`src/rtl/show_cycle_pkg.sv`:
```
package show_cycle_pkg;

  typedef enum logic [2:0] {
    ST_IDLE,
    ST_TERM,
    ST_REQ,
    ST_WAIT,
    ST_ADDR,
    ST_DATA,
    ST_BACKOFF,
    ST_RELEASE
  } scState_e;

  // Strobes from control to datapath
  typedef struct packed {
    logic capAccess;  // latch address, data, attributes
    logic capErr;     // latch termination error status
    logic driveAddr;  // present captured address/attributes
    logic driveData;  // present captured data
    logic ackData;    // data phase acknowledged this cycle
  } scStrobes_t;

endpackage

```
`src/rtl/show_cycle_ctrl.sv`:
```
module show_cycle_ctrl
  import show_cycle_pkg::*;
#(
  parameter int MIN_REQ_CYC    = 2,
  parameter int GRANT_WAIT_CYC = 2
) (
  input  logic       clk,
  input  logic       rst,
  input  logic       locValid,
  input  logic       locAddrAck,
  input  logic       locQualify,
  input  logic       locDone,
  input  logic       sysGrant,
  input  logic       sysNoShow,
  input  logic       sysDataBusy,
  output scStrobes_t ctl,
  output logic       locHold,
  output logic       sysReq,
  output logic       sysAddrValid,
  output logic       sysAddrAck,
  output logic       sysDataAck
);

  localparam int REQ_CNT_W  = $clog2(MIN_REQ_CYC + 1);
  localparam int WAIT_CNT_W = $clog2(GRANT_WAIT_CYC + 1);
  localparam logic [REQ_CNT_W-1:0]  REQ_LAST  = REQ_CNT_W'(MIN_REQ_CYC - 1);
  localparam logic [WAIT_CNT_W-1:0] WAIT_LAST = WAIT_CNT_W'(GRANT_WAIT_CYC - 1);

  scState_e state, nextState;
  logic [REQ_CNT_W-1:0]  reqCnt;
  logic [WAIT_CNT_W-1:0] waitCnt;
  logic qualQ;
  logic accept;
  logic termNow;
  logic qualNow;

  assign accept  = (state == ST_IDLE) && locValid && locAddrAck;
  assign termNow = (accept && locDone) || ((state == ST_TERM) && locDone);
  assign qualNow = accept ? locQualify : qualQ;

  always_comb begin
    nextState = state;
    unique case (state)
      ST_IDLE: begin
        if (accept) begin
          if (locDone) nextState = locQualify ? ST_REQ : ST_RELEASE;
          else         nextState = ST_TERM;
        end
      end
      ST_TERM: begin
        if (locDone) nextState = qualNow ? ST_REQ : ST_RELEASE;
      end
      ST_REQ: begin
        if (sysNoShow)                          nextState = ST_BACKOFF;
        else if (sysGrant && reqCnt >= REQ_LAST) nextState = ST_WAIT;
      end
      ST_WAIT: begin
        if (sysNoShow)              nextState = ST_BACKOFF;
        else if (waitCnt == WAIT_LAST) nextState = ST_ADDR;
      end
      ST_ADDR:    nextState = ST_DATA;
      ST_DATA:    if (!sysDataBusy) nextState = ST_RELEASE;
      ST_BACKOFF: nextState = ST_REQ;
      ST_RELEASE: nextState = ST_IDLE;
      default:    nextState = ST_IDLE;
    endcase
  end

  always_ff @(posedge clk) begin
    if (rst) begin
      state   <= ST_IDLE;
      reqCnt  <= '0;
      waitCnt <= '0;
      qualQ   <= 1'b0;
    end else begin
      state <= nextState;
      if (state != ST_REQ)        reqCnt <= '0;
      else if (reqCnt != REQ_LAST) reqCnt <= reqCnt + 1'b1;
      if (state != ST_WAIT)         waitCnt <= '0;
      else if (waitCnt != WAIT_LAST) waitCnt <= waitCnt + 1'b1;
      if (accept) qualQ <= locQualify;
    end
  end

  always_comb begin
    ctl.capAccess = accept;
    ctl.capErr    = termNow;
    ctl.driveAddr = (state == ST_ADDR);
    ctl.driveData = (state == ST_DATA);
    ctl.ackData   = (state == ST_DATA) && !sysDataBusy;
  end

  assign locHold      = (state != ST_IDLE);
  assign sysReq       = (state == ST_REQ) || (state == ST_WAIT);
  assign sysAddrValid = (state == ST_ADDR);
  assign sysAddrAck   = (state == ST_ADDR);
  assign sysDataAck   = ctl.ackData;

endmodule

```
`src/rtl/show_cycle_datapath.sv`:
```
module show_cycle_datapath
  import show_cycle_pkg::*;
#(
  parameter int ADDR_W = 32,
  parameter int DATA_W = 32,
  parameter int ATTR_W = 4
) (
  input  logic              clk,
  input  logic              rst,
  input  scStrobes_t        ctl,
  input  logic [ADDR_W-1:0] locAddr,
  input  logic [DATA_W-1:0] locData,
  input  logic [ATTR_W-1:0] locAttr,
  input  logic              locDataErr,
  output logic [ADDR_W-1:0] sysAddr,
  output logic [ATTR_W-1:0] sysAttr,
  output logic [DATA_W-1:0] sysData,
  output logic              sysDataErr
);

  logic [ADDR_W-1:0] addrQ;
  logic [DATA_W-1:0] dataQ;
  logic [ATTR_W-1:0] attrQ;
  logic              errQ;

  always_ff @(posedge clk) begin
    if (rst) begin
      addrQ <= '0;
      dataQ <= '0;
      attrQ <= '0;
      errQ  <= 1'b0;
    end else begin
      if (ctl.capAccess) begin
        addrQ <= locAddr;
        dataQ <= locData;
        attrQ <= locAttr;
      end
      if (ctl.capErr) errQ <= locDataErr;
    end
  end

  assign sysAddr    = ctl.driveAddr ? addrQ : '0;
  assign sysAttr    = ctl.driveAddr ? attrQ : '0;
  assign sysData    = ctl.driveData ? dataQ : '0;
  assign sysDataErr = ctl.ackData & errQ;

endmodule

```
`src/rtl/show_cycle_bridge.sv`:
```
module show_cycle_bridge
  import show_cycle_pkg::*;
#(
  parameter int ADDR_W         = 32,
  parameter int DATA_W         = 32,
  parameter int ATTR_W         = 4,
  parameter int MIN_REQ_CYC    = 2,
  parameter int GRANT_WAIT_CYC = 2
) (
  input  logic              clk,
  input  logic              rst,
  input  logic              locValid,
  input  logic              locAddrAck,
  input  logic [ADDR_W-1:0] locAddr,
  input  logic [DATA_W-1:0] locData,
  input  logic [ATTR_W-1:0] locAttr,
  input  logic              locQualify,
  input  logic              locDone,
  input  logic              locDataErr,
  output logic              locHold,
  output logic              sysReq,
  input  logic              sysGrant,
  input  logic              sysNoShow,
  input  logic              sysDataBusy,
  output logic              sysAddrValid,
  output logic              sysAddrAck,
  output logic [ADDR_W-1:0] sysAddr,
  output logic [ATTR_W-1:0] sysAttr,
  output logic [DATA_W-1:0] sysData,
  output logic              sysDataAck,
  output logic              sysDataErr
);

  scStrobes_t ctl;

  show_cycle_ctrl #(
    .MIN_REQ_CYC   (MIN_REQ_CYC),
    .GRANT_WAIT_CYC(GRANT_WAIT_CYC)
  ) u_ctrl (
    .clk         (clk),
    .rst         (rst),
    .locValid    (locValid),
    .locAddrAck  (locAddrAck),
    .locQualify  (locQualify),
    .locDone     (locDone),
    .sysGrant    (sysGrant),
    .sysNoShow   (sysNoShow),
    .sysDataBusy (sysDataBusy),
    .ctl         (ctl),
    .locHold     (locHold),
    .sysReq      (sysReq),
    .sysAddrValid(sysAddrValid),
    .sysAddrAck  (sysAddrAck),
    .sysDataAck  (sysDataAck)
  );

  show_cycle_datapath #(
    .ADDR_W(ADDR_W),
    .DATA_W(DATA_W),
    .ATTR_W(ATTR_W)
  ) u_dp (
    .clk       (clk),
    .rst       (rst),
    .ctl       (ctl),
    .locAddr   (locAddr),
    .locData   (locData),
    .locAttr   (locAttr),
    .locDataErr(locDataErr),
    .sysAddr   (sysAddr),
    .sysAttr   (sysAttr),
    .sysData   (sysData),
    .sysDataErr(sysDataErr)
  );

endmodule

```
`config.mk`:
```
export PLATFORM = sky130hd
export DESIGN_NAME = show_cycle_bridge
export DESIGN_NICKNAME = d
export VERILOG_FILES = /design/src/rtl/show_cycle_pkg.sv /design/src/rtl/show_cycle_ctrl.sv /design/src/rtl/show_cycle_datapath.sv /design/src/rtl/show_cycle_bridge.sv
export SDC_FILE = /design/constraint.sdc
export NUM_CORES = 1
export LEC_CHECK = 0
export BUFFER_PORTS_ARGS = -buffer_cell sky130_fd_sc_hd__buf_2
export CORE_ASPECT_RATIO = 1.2
export CORE_MARGIN = 2
export CORE_UTILIZATION = 47
export CTS_CLUSTER_SIZE = 20
export DETAILED_ROUTE_END_ITERATION = 12
export HOLD_SLACK_MARGIN = 0.06
export PLACE_DENSITY = 0.81
export SYNTH_ARGS = -nofsm -noshare
export SYNTH_HDL_FRONTEND = slang
export SYNTH_SLANG_ARGS = --single-unit
```
`constraint.sdc`:
```
create_clock -name clk -period 2.1 [get_ports clk]
set_clock_uncertainty 0.1 [all_clocks]
set_input_delay 0.42 -clock clk [delete_from_list [all_inputs] [get_ports clk]]
set_output_delay 0.42 -clock clk [all_outputs]
set_load 0.1 [all_outputs]
```
==> results of run 1 <==
## cell type report
cell class / instances / share of cell area, %
clock buffer: 12 / 2.56
multi-input combinational: 328 / 31.0
inverter: 5 / 0.331
clock inverter: 4 / 1.68
timing repair buffer: 163 / 35.1
sequential: 77 / 27.4
tap: 87 / 1.92
## placed cells by master (no fill, tap or decap), types with 2 or more instances in the layout
cell type / netlist / routed
dfxtp_4: 0 / 3
ha_1: 3 / 3
clkbuf_1: 28 / 2
a21oi_1: 72 / 72
nor4_1: 2 / 2
bufinv_16: 0 / 3
buf_2: 9 / 77
nand2_1: 142 / 142
clkbuf_8: 0 / 10
and3_2: 0 / 69
buf_4: 2 / 9
xor2_1: 2 / 2
nand2b_1: 6 / 6
buf_12: 0 / 76
nor2b_1: 2 / 2
inv_1: 5 / 5
nor2_1: 7 / 6
mux2i_1: 3 / 3
dfxtp_1: 77 / 74
## routing by layer
metal	vias to the layer above	GRT usage (%)	share of wire, %
met5	-	0	0.12
met4	2	11.2	2.6
met1	1726	31.2	36
met3	29	7.16	7.5
met2	165	50.5	54
li1	1766	-	-
## cell families (layout without fill, tap and decap cells)
family	count (synthesis)	count (layout)	synth area share, %
AO/OA/AOI/OAI	81	81	12.8
XOR/XNOR	2	2	0.516
adder cells (fa/ha/maj)	3	3	1.11
buffers and inverters	46	184	6.08
flip-flops	77	77	45.4
multiplexers	3	3	0.884
AND/OR/NAND/NOR	239	239	33.3
## worst paths after layout
path	start	end	slack, ps	depth (start not counted)
worst max-delay path	u_ctrl.state[0]	sysData[9]	50	4
worst min-delay path	locData[31]	u_dp.dataQ[31]	210	3
worst max register to register	u_ctrl.state[1]	u_dp.attrQ[2]	230	5
worst min register to register	u_dp.dataQ[30]	u_dp.dataQ[30]	350	2
## worst max-delay path: cells and delay by family (launching register included)
kind,cells,cell delay [ps]
simple gates,2,420
flops,1,390
buf+inv,2,360
## flip-flops by register name, summed over array words and instances (netlist names)
signal / flops
u_ctrl.state: 3
u_ctrl.qualQ: 1
u_dp.errQ: 1
u_ctrl.waitCnt: 2
u_dp.addrQ: 32
u_dp.dataQ: 32
u_dp.attrQ: 4
u_ctrl.reqCnt: 2
## power groups by stage
stage	Sequential, mW	Clock (mW)	Combinational [mW]
after floorplan	1.74	0	1.52
after global placement	1.84	0	2.01
after detailed placement	1.86	0	2.08
after CTS	1.84	1.35	2.13
after global routing	1.86	1.41	2.38
final	1.84	1.34	2.23
## through the flow
step | power, mW | utilization [%] | hold slack, ps | std cells
global route | 5.64 | 81.7 | 195 | 676
finish | 5.41 | 81.7 | 210 | 676
floorplan | 3.26 | - | 332 | 451
detailed placement | 3.93 | 77.4 | 342 | 658
CTS | 5.33 | 81.3 | 199 | 674
global placement | 3.85 | 77.4 | 337 | 658
## repair_timing
action,CTS,global route
resized for setup,9,3
buffers inserted,0,2
setup endpoints to repair,72,71
==> metrics.cfg, run 1 <==
[run_status]
status=completed

[final_layout]
drive_gt1_share_pct=43.8
ff_latch_area_sq_mm=0.00155
nets=665
filler_cell_count=424
num_antenna_cells=0
area_growth_pct=66.7
final_cell_area_sq_mm=0.00566
multiInputGateArea_sq_mm=0.00176

[pwr]
intPower_mw=3.23
comb_power_share_pct=41.3
p_leak_nw=2.44
p_clk_share_pct=24.7
irDropWorstVdd_v=0.000966
power_switching_mw=2.18
power.density_mw_per_mm2=956
switching_share_pct=40.3
power_frac_seq_pct=34.1

[sta]
rsz0062_at_grt=false
finalHoldViolations=0
tightest_slew_ps=701
slew_violations=0
period_share_pct=97.6
relSlewSlack_pct=53.3
setup_slack_ps=50.7
setup_viol=0
min_period_ps=2050
timing.setup.tns_ps=0
fmax_mhz=488

[hold_path]
hp-class=input port to register

[placement]
post-place-ws_ps=131
gp_congestion=0.857
placed_cell_area_sq_mm=0.00537
portBuffers=151
place_hpwl_um=7780

[logic_synthesis]
yosysSeqAreaShare_pct=45.4
synth.most_common_cell=nand2_1
syn-cell-area_sq_mm=0.00340
synth_area_leaders=dfxtp_1 45%, nand2_1 16%, and3_1 13%, a21oi_1 11%, clkbuf_1 3.1%
synth-seq-cells=77
async_flop_share_pct=0
synth.avg_cell_area_sq_um=7.53
synth_cell_type_count=34
yosys-top-cells-count=142 x nand2_1, 77 x dfxtp_1, 72 x a21oi_1, 69 x and3_1, 28 x clkbuf_1
synth-edff-count=0
yosysTopAreaCellShare_pct=45.4
yosys_warnings=0
yosysTopAreaCell=dfxtp_1
syn_nets=532
synthFlopType=dfxtp_1
synthCells=451

[floorplan]
num_rows=33
die_height_um=97.1
initial_core_util_pct=49.0
die_x_um=81.6
ioPinCount=152
dieArea_sq_mm=0.00793
core-area_sq_mm=0.00694

[worst_setup_path]
slowest_stage=dfxtp_4
crit_type=register to output port
cp_common_cell=buf_12
cp.required_ps=1580
crit_chain=nor2b_4 -> buf_12 -> and3_2 -> buf_12
crit_arrival_ps=1530
start_kind=register
cp-end-kind=output port
cp_slowest_stage_delay_ps=390
cp_max_fo=34

[clock_tree]
insertion_delay_ps=340
max-clock-path-buffers=2
path_clk_slew_ps=80
hold_buffers=0
numCtsBuffers=9
htreeDepth=3
root_buffer=clkbuf_8
tritoncts=built
clock-sinks=77

[grt]
grt_max_degree=70
grt_pass1_wl_um=17600
grt_overflow_total=0
antenna_found_initial=1
grt_pass1_vias=3681
gr-usage-all-layers_pct=28.3

[drt]
avgViaCountPerCell=5.46
routed_wl_um=11200
route.detailed.drc=0
post_drt_wl_per_cell_um=16.6
drt_iter0_markers=227
first_pass_iters=5
ant_nets=0
route.vias.total=3688

[run]
drv_cap=0

Note: power is estimated with default switching activity, not from simulation.
==> inputs of run 2 (changes only) <==
CELL_PAD_IN_SITES_DETAIL_PLACEMENT = 0   (was default)
CELL_PAD_IN_SITES_GLOBAL_PLACEMENT = 1   (was default)
CORE_ASPECT_RATIO = 0.8   (was 1.2)
CORE_UTILIZATION = 32   (was 47)
PLACE_DENSITY = 0.8   (was 0.81)
==> run 2 against run 1 <==
Effect of this change:
- die area increased by 45%
- utilization is 25 points lower
- final cell count increased by 7.7%
- sequential power decreased by 3%
- sequential share of layout area is 0.70 points lower
- via count down 4.3%
- non-clock buffer count is 1 lower
- clock power up 13%
- total power is 2.6% higher
- global-route usage shrank 10 points
- critical path type unchanged
- critical endpoint is now sysAddr[30]
- largest cell class unchanged
==> metrics.cfg, run 2 (synthesized netlist as in run 1, its figures left out) <==
[drt]
routed_wl_um=10400
ant_nets=0
route.detailed.drc=0
post_drt_wl_per_cell_um=14.3
drt_iter0_markers=176
avgViaCountPerCell=4.85
first_pass_iters=4
route.vias.total=3529

[grt]
grt_overflow_total=0
grt_pass1_wl_um=16700
grt_pass1_vias=3349
antenna_found_initial=0
grt_max_degree=47
gr-usage-all-layers_pct=18.1

[final_layout]
multiInputGateArea_sq_mm=0.00175
largest_registers=u_dp.addrQ: 32 flops, u_dp.dataQ: 32 flops, u_dp.attrQ: 4 flops
ff_latch_area_sq_mm=0.00155
num_antenna_cells=0
final_common_cell=nand2_1
filler_cell_count=918
nets=664
final_cell_area_sq_mm=0.00578
drive_gt1_share_pct=43.9
area_growth_pct=70.3
final_cell_mix=142 x nand2_1, 78 x buf_12, 77 x buf_2

[hold_path]
hp-class=input port to register
min_to=u_dp.addrQ[22]
hold_path_depth=3
min_from=locAddr[22]

[clock_tree]
path_clk_slew_ps=60
tritoncts=built
numCtsBuffers=9
root_buffer=clkbuf_16
post-cts-setup-buffer-count=0
clock-sinks=77
max-clock-path-buffers=2
htreeDepth=3
insertion_delay_ps=320

[floorplan]
dieArea_sq_mm=0.0115
initial_core_util_pct=33.0
die_height_um=96.2
core-area_sq_mm=0.0103
die_x_um=119
num_rows=33
ioPinCount=152

[run]
drv_cap=0

[sta]
min_period_ps=2030
finalHoldViolations=0
period_share_pct=96.5
rsz0062_at_grt=false
fmax_mhz=493
slew_violations=0
tightest_slew_ps=472
relSlewSlack_pct=68.5
setup_slack_ps=72.9
setup_viol=0

[worst_setup_path]
start_kind=register
r2r_start=u_ctrl.state[2]
crit_type=register to output port
cp.required_ps=1580
cp_max_fo=38
cp-end-kind=output port
regToRegSetupSlack_ps=280
reg2reg_to=u_ctrl.state[1]
crit_arrival_ps=1510
r2r_cells=5

[pwr]
power.density_mw_per_mm2=960
p_leak_nw=2.46
p_clk_share_pct=27.3
switching_share_pct=39.9
power_frac_seq_pct=32.0
intPower_mw=3.34
comb_power_share_pct=40.7
irDropWorstVdd_v=0.000463
power_switching_mw=2.22

[run_status]
status=completed

[placement]
placed_cell_area_sq_mm=0.00547
gp_congestion=0.823
portBuffers=151
post-place-ws_ps=259
place_hpwl_um=7220

## run 2: cell types whose count changed in the layout (fill, tap and decap cells not counted), sizes merged
cell / before / now
clkbuf: 12 / 10
clkinvlp: 0 / 2
clkinv: 1 / 3
bufinv: 3 / 1
buf: 163 / 162
## run 2: stage by stage
| step | utilization [%] | setup TNS [ps] | hold WS, ps | total power [mW] | cells |
|---|---|---|---|---|---|
| 4_1_cts | 56.2 | 0 | 213 | 5.59 | 728 |
| 6_report | 56.3 | 0 | 224 | 5.55 | 728 |
| 3_5_place_dp | 53.2 | 0 | 343 | 4.03 | 712 |
| 2_1_floorplan | - | -207 | 332 | 3.26 | 451 |
| 5_1_grt | 56.3 | 0 | 222 | 5.85 | 728 |
| 3_3_place_gp | 53.2 | 0 | 337 | 3.97 | 712 |
## run 2: worst max-delay path, stage by stage (launching register included)
cell	delay, ps
dfxtp_2	380
nor2_2	160
buf_12	200
and3_2	250
buf_12	180
## run 2: power groups by stage
stage	Clock (mW)	Combinational, mW	Sequential, mW
after CTS	1.56	2.27	1.77
after global routing	1.62	2.43	1.80
after detailed placement	0	2.23	1.80
after floorplan	0	1.52	1.74
after global placement	0	2.18	1.79
final	1.51	2.26	1.78
## run 2: worst max path at each step
stage / cells past startpoint / slack, ps / to / start
2_1_floorplan: 3 / -210 / sysDataErr / u_ctrl.state[2]
3_3_place_gp: 4 / 300 / sysData[30] / u_ctrl.state[0]
3_5_place_dp: 4 / 260 / sysData[25] / u_ctrl.state[0]
4_1_cts: 4 / 7 / sysData[25] / u_ctrl.state[0]
5_1_grt: 4 / 9 / sysAddr[28] / u_ctrl.state[1]
6_report: 4 / 70 / sysAddr[30] / u_ctrl.state[1]
## run 2: layout make-up
| class | count | area share, % |
|---|---|---|
| timing repair buffer | 162 | 34.6 |
| multi-input combinational | 328 | 30.3 |
| sequential | 77 | 26.7 |
| clock buffer | 10 | 3.96 |
| tap | 140 | 3.03 |
| clock inverter | 6 | 1.10 |
| inverter | 5 | 0.324 |
## run 2: timing repair
item | 4_1_cts | 5_1_grt
hold endpoints to repair | 0 | 0
gates resized for setup | 4 | 2
setup endpoints to repair | 32 | 33
hold buffers | 0 | 0
## run 2: layer usage
| metal | up-vias | track usage [%] | share of wire [%] |
|---|---|---|---|
| met3 | 17 | 5.57 | 6.3 |
| li1 | 1757 | - | - |
| met2 | 108 | 29.0 | 46 |
| met4 | 0 | 6.85 | 2.0 |
| met5 | - | 0 | 0 |
| met1 | 1647 | 23.0 | 46 |
==> inputs of run 3 (changes only) <==
CORE_UTILIZATION = 34   (was 32)
SYNTH_HIERARCHICAL = 1   (was default)
==> run 3 against run 2 <==
Effect of this change:
- the run now ends with setup timing left
- flip-flop and latch count unchanged
- count of clock-buffer cells in the layout unchanged
- utilization rose by 3.9 points
- cell area grew 5.7%
- wire length decreased by 11%
- critical path depth up 2
- clock power grew 8%
- global-route usage shrank 1.4 points
- setup slack lost 94 ps
- combinational power fell by 2%
- sequential power barely moved
- die area shrank 2.8%
- largest cell class unchanged
- largest power group unchanged
- highest routed layer unchanged
==> metrics.cfg, run 3 <==
[placement]
gp_congestion=0.862
place_hpwl_um=6550
portBuffers=151
post-place-ws_ps=251
placed_cell_area_sq_mm=0.00566
placed_cells=643

[clock_tree]
tritoncts=built
insertion_delay_ps=330
root_buffer=clkbuf_16
path_clk_slew_ps=60
numCtsBuffers=9
htreeDepth=3
max-clock-path-buffers=2
clock-sinks=77

[worst_setup_path]
start_kind=register
cp-end-kind=output port
cp.required_ps=1580
r2r_start=u_ctrl/state[0]
crit_chain=buf_6 -> nor3_4 -> buf_6 -> buf_16 -> and2_4 -> buf_12
cp_common_cell=buf_6
crit_arrival_ps=1600
worstSetupStartpoint=u_ctrl/state[0]
regToRegSetupSlack_ps=300
r2r_cells=6
slowest_stage=dfxtp_2
reg2reg_to=u_dp/addrQ[23]
crit_type=register to output port
cp_slowest_stage_delay_ps=340
cp_max_fo=11
endpoint=sysAddr[1]

[final_layout]
final_cell_mix=78 x buf_2, 75 x buf_12, 75 x nor2_1
final_cells=666
filler_cell_count=855
final_cell_area_sq_mm=0.00611
num_antenna_cells=0
final_common_cell=buf_2
largest_registers=u_dp/addrQ: 32 flops, u_dp/dataQ: 32 flops, u_dp/attrQ: 4 flops
area_growth_pct=74.5
nets=603
drive_gt1_share_pct=51.1

[logic_synthesis]
synthFlopType=dfxtp_1
yosysSeqAreaShare_pct=44.0
syn-cell-area_sq_mm=0.00350
yosysTopAreaCellShare_pct=44.0
yosys-top-cells-count=77 x dfxtp_1, 75 x nor2_1, 71 x mux2i_1, 69 x and2_1, 14 x clkbuf_1
synth-edff-count=0
synth.avg_cell_area_sq_um=9.44
synthCells=371
syn_nets=452
yosys_warnings=6
synth_cell_type_count=38
yosysTopAreaCell=dfxtp_1
synth-seq-cells=77
synth.most_common_cell=dfxtp_1
synth_area_leaders=dfxtp_1 44%, mux2i_1 20%, and2_1 12%, nor2_1 8.0%, buf_4 2.4%
async_flop_share_pct=0

[grt]
grt_overflow_total=0
grt_max_degree=37
gr-usage-all-layers_pct=16.7
antenna_found_initial=0
grt_pass1_vias=3027
grt_pass1_wl_um=14900

[sta]
fmax_mhz=471
holdWs_ps=228
finalHoldViolations=0
setup_slack_ps=-21.5
relSlewSlack_pct=67.9
setup_viol=17
slew_violations=0
rsz0062_at_grt=true
period_share_pct=101
tightest_slew_ps=484
min_period_ps=2120

[floorplan]
ioPinCount=152
dieArea_sq_mm=0.0111
core-area_sq_mm=0.0102
initial_core_util_pct=34.5
die_height_um=94.8
num_rows=33
die_x_um=117

[pwr]
power.density_mw_per_mm2=923
irDropWorstVdd_v=0.000580
p_leak_nw=2.54

[drt]
routed_wl_um=9290
route.vias.total=3022
route.detailed.drc=0
avgViaCountPerCell=4.54
post_drt_wl_per_cell_um=13.9
first_pass_iters=6
drt_iter0_markers=133
ant_nets=0

[run_status]
failed_checks=setup timing
status=complete, but fails checks

[run]
drv_cap=0

[hold_path]
hp-class=input port to register

==> run 3: cell types whose count changed after synthesis, moves of 14 or more <==
cell / change
a21oi_1: -67
nor2_1: +68
mux2i_1: +68
nand2_1: -139
and2_1: +67
clkbuf_1: -14
and3_1: -68
==> run 3: worst max-delay path: cells and delay by family, from the launching register on <==
family / cells / cell delay [ps]
buf+inv: 4 / 600
flops: 1 / 340
simple gates: 2 / 310
==> run 3: logic make-up after synthesis <==
kind of cell | share of synthesized area [%]
buf+inv | 6.46
compound gates | 3.43
simple gates | 24.3
flops | 44.0
xor+xnor | 0.500
fa+ha+maj | 1.07
mux | 20.3
==> run 3: layout make-up <==
class,instances,area (sq um),share of cell area (%)
sequential,77,1550,25.4
clock buffer,10,239,3.91
clock inverter,5,75.1,1.23
tap,140,175,2.87
inverter,7,31.3,0.512
multi-input combinational,257,1950,31.9
timing repair buffer,170,2090,34.2
==> run 3: per-layer routing <==
layer	vias up	track usage [%]	share of wire (%)
met4	0	5.22	1.1
li1	1510	-	-
met1	1403	20.8	45
met2	100	27.1	46
met5	-	0	0
met3	9	6.34	7.4
==> run 3: where the power goes <==
group,total (mW),leakage (nW),switching [mW],internal (mW)
registers,1.80,0.628,0.145,1.66
logic,2.21,1.76,1.29,0.916
clock network,1.63,0.158,0.568,1.06
total,5.64,2.54,2.01,3.63
==> run 3: worst min path at each step <==
stage,from,to,depth (start not counted)
2_1_floorplan,u_dp/dataQ[29],u_dp/dataQ[29],2
3_3_place_gp,u_dp/dataQ[31],u_dp/dataQ[31],2
3_5_place_dp,u_dp/addrQ[7],u_dp/addrQ[7],2
4_1_cts,locData[31],u_dp/dataQ[31],3
5_1_grt,locData[19],u_dp/dataQ[19],3
6_report,locData[10],u_dp/dataQ[10],3
==> run 3: stage by stage <==
stage / TNS (ps) / utilization [%] / total power [mW]
after floorplan: -17420 / - / 3.38
after CTS: -509 / 60.0 / 5.69
after detailed placement: 0 / 55.7 / 3.82
after global placement: 0 / 55.7 / 3.77
after global routing: -3550 / 60.2 / 5.92
final: -203 / 60.2 / 5.64
==> run 3: repair_timing <==
| action | in CTS | in global routing |
|---|---|---|
| hold endpoints to repair | 0 | 0 |
| setup buffers | 5 | 1 |
| pin swaps | 2 | 1 |
| endpoints found under the setup margin | 66 | 69 |
| resized for setup | 12 | 2 |
| gates cloned | 2 | 1 |
| hold buffers | 0 | 0 |
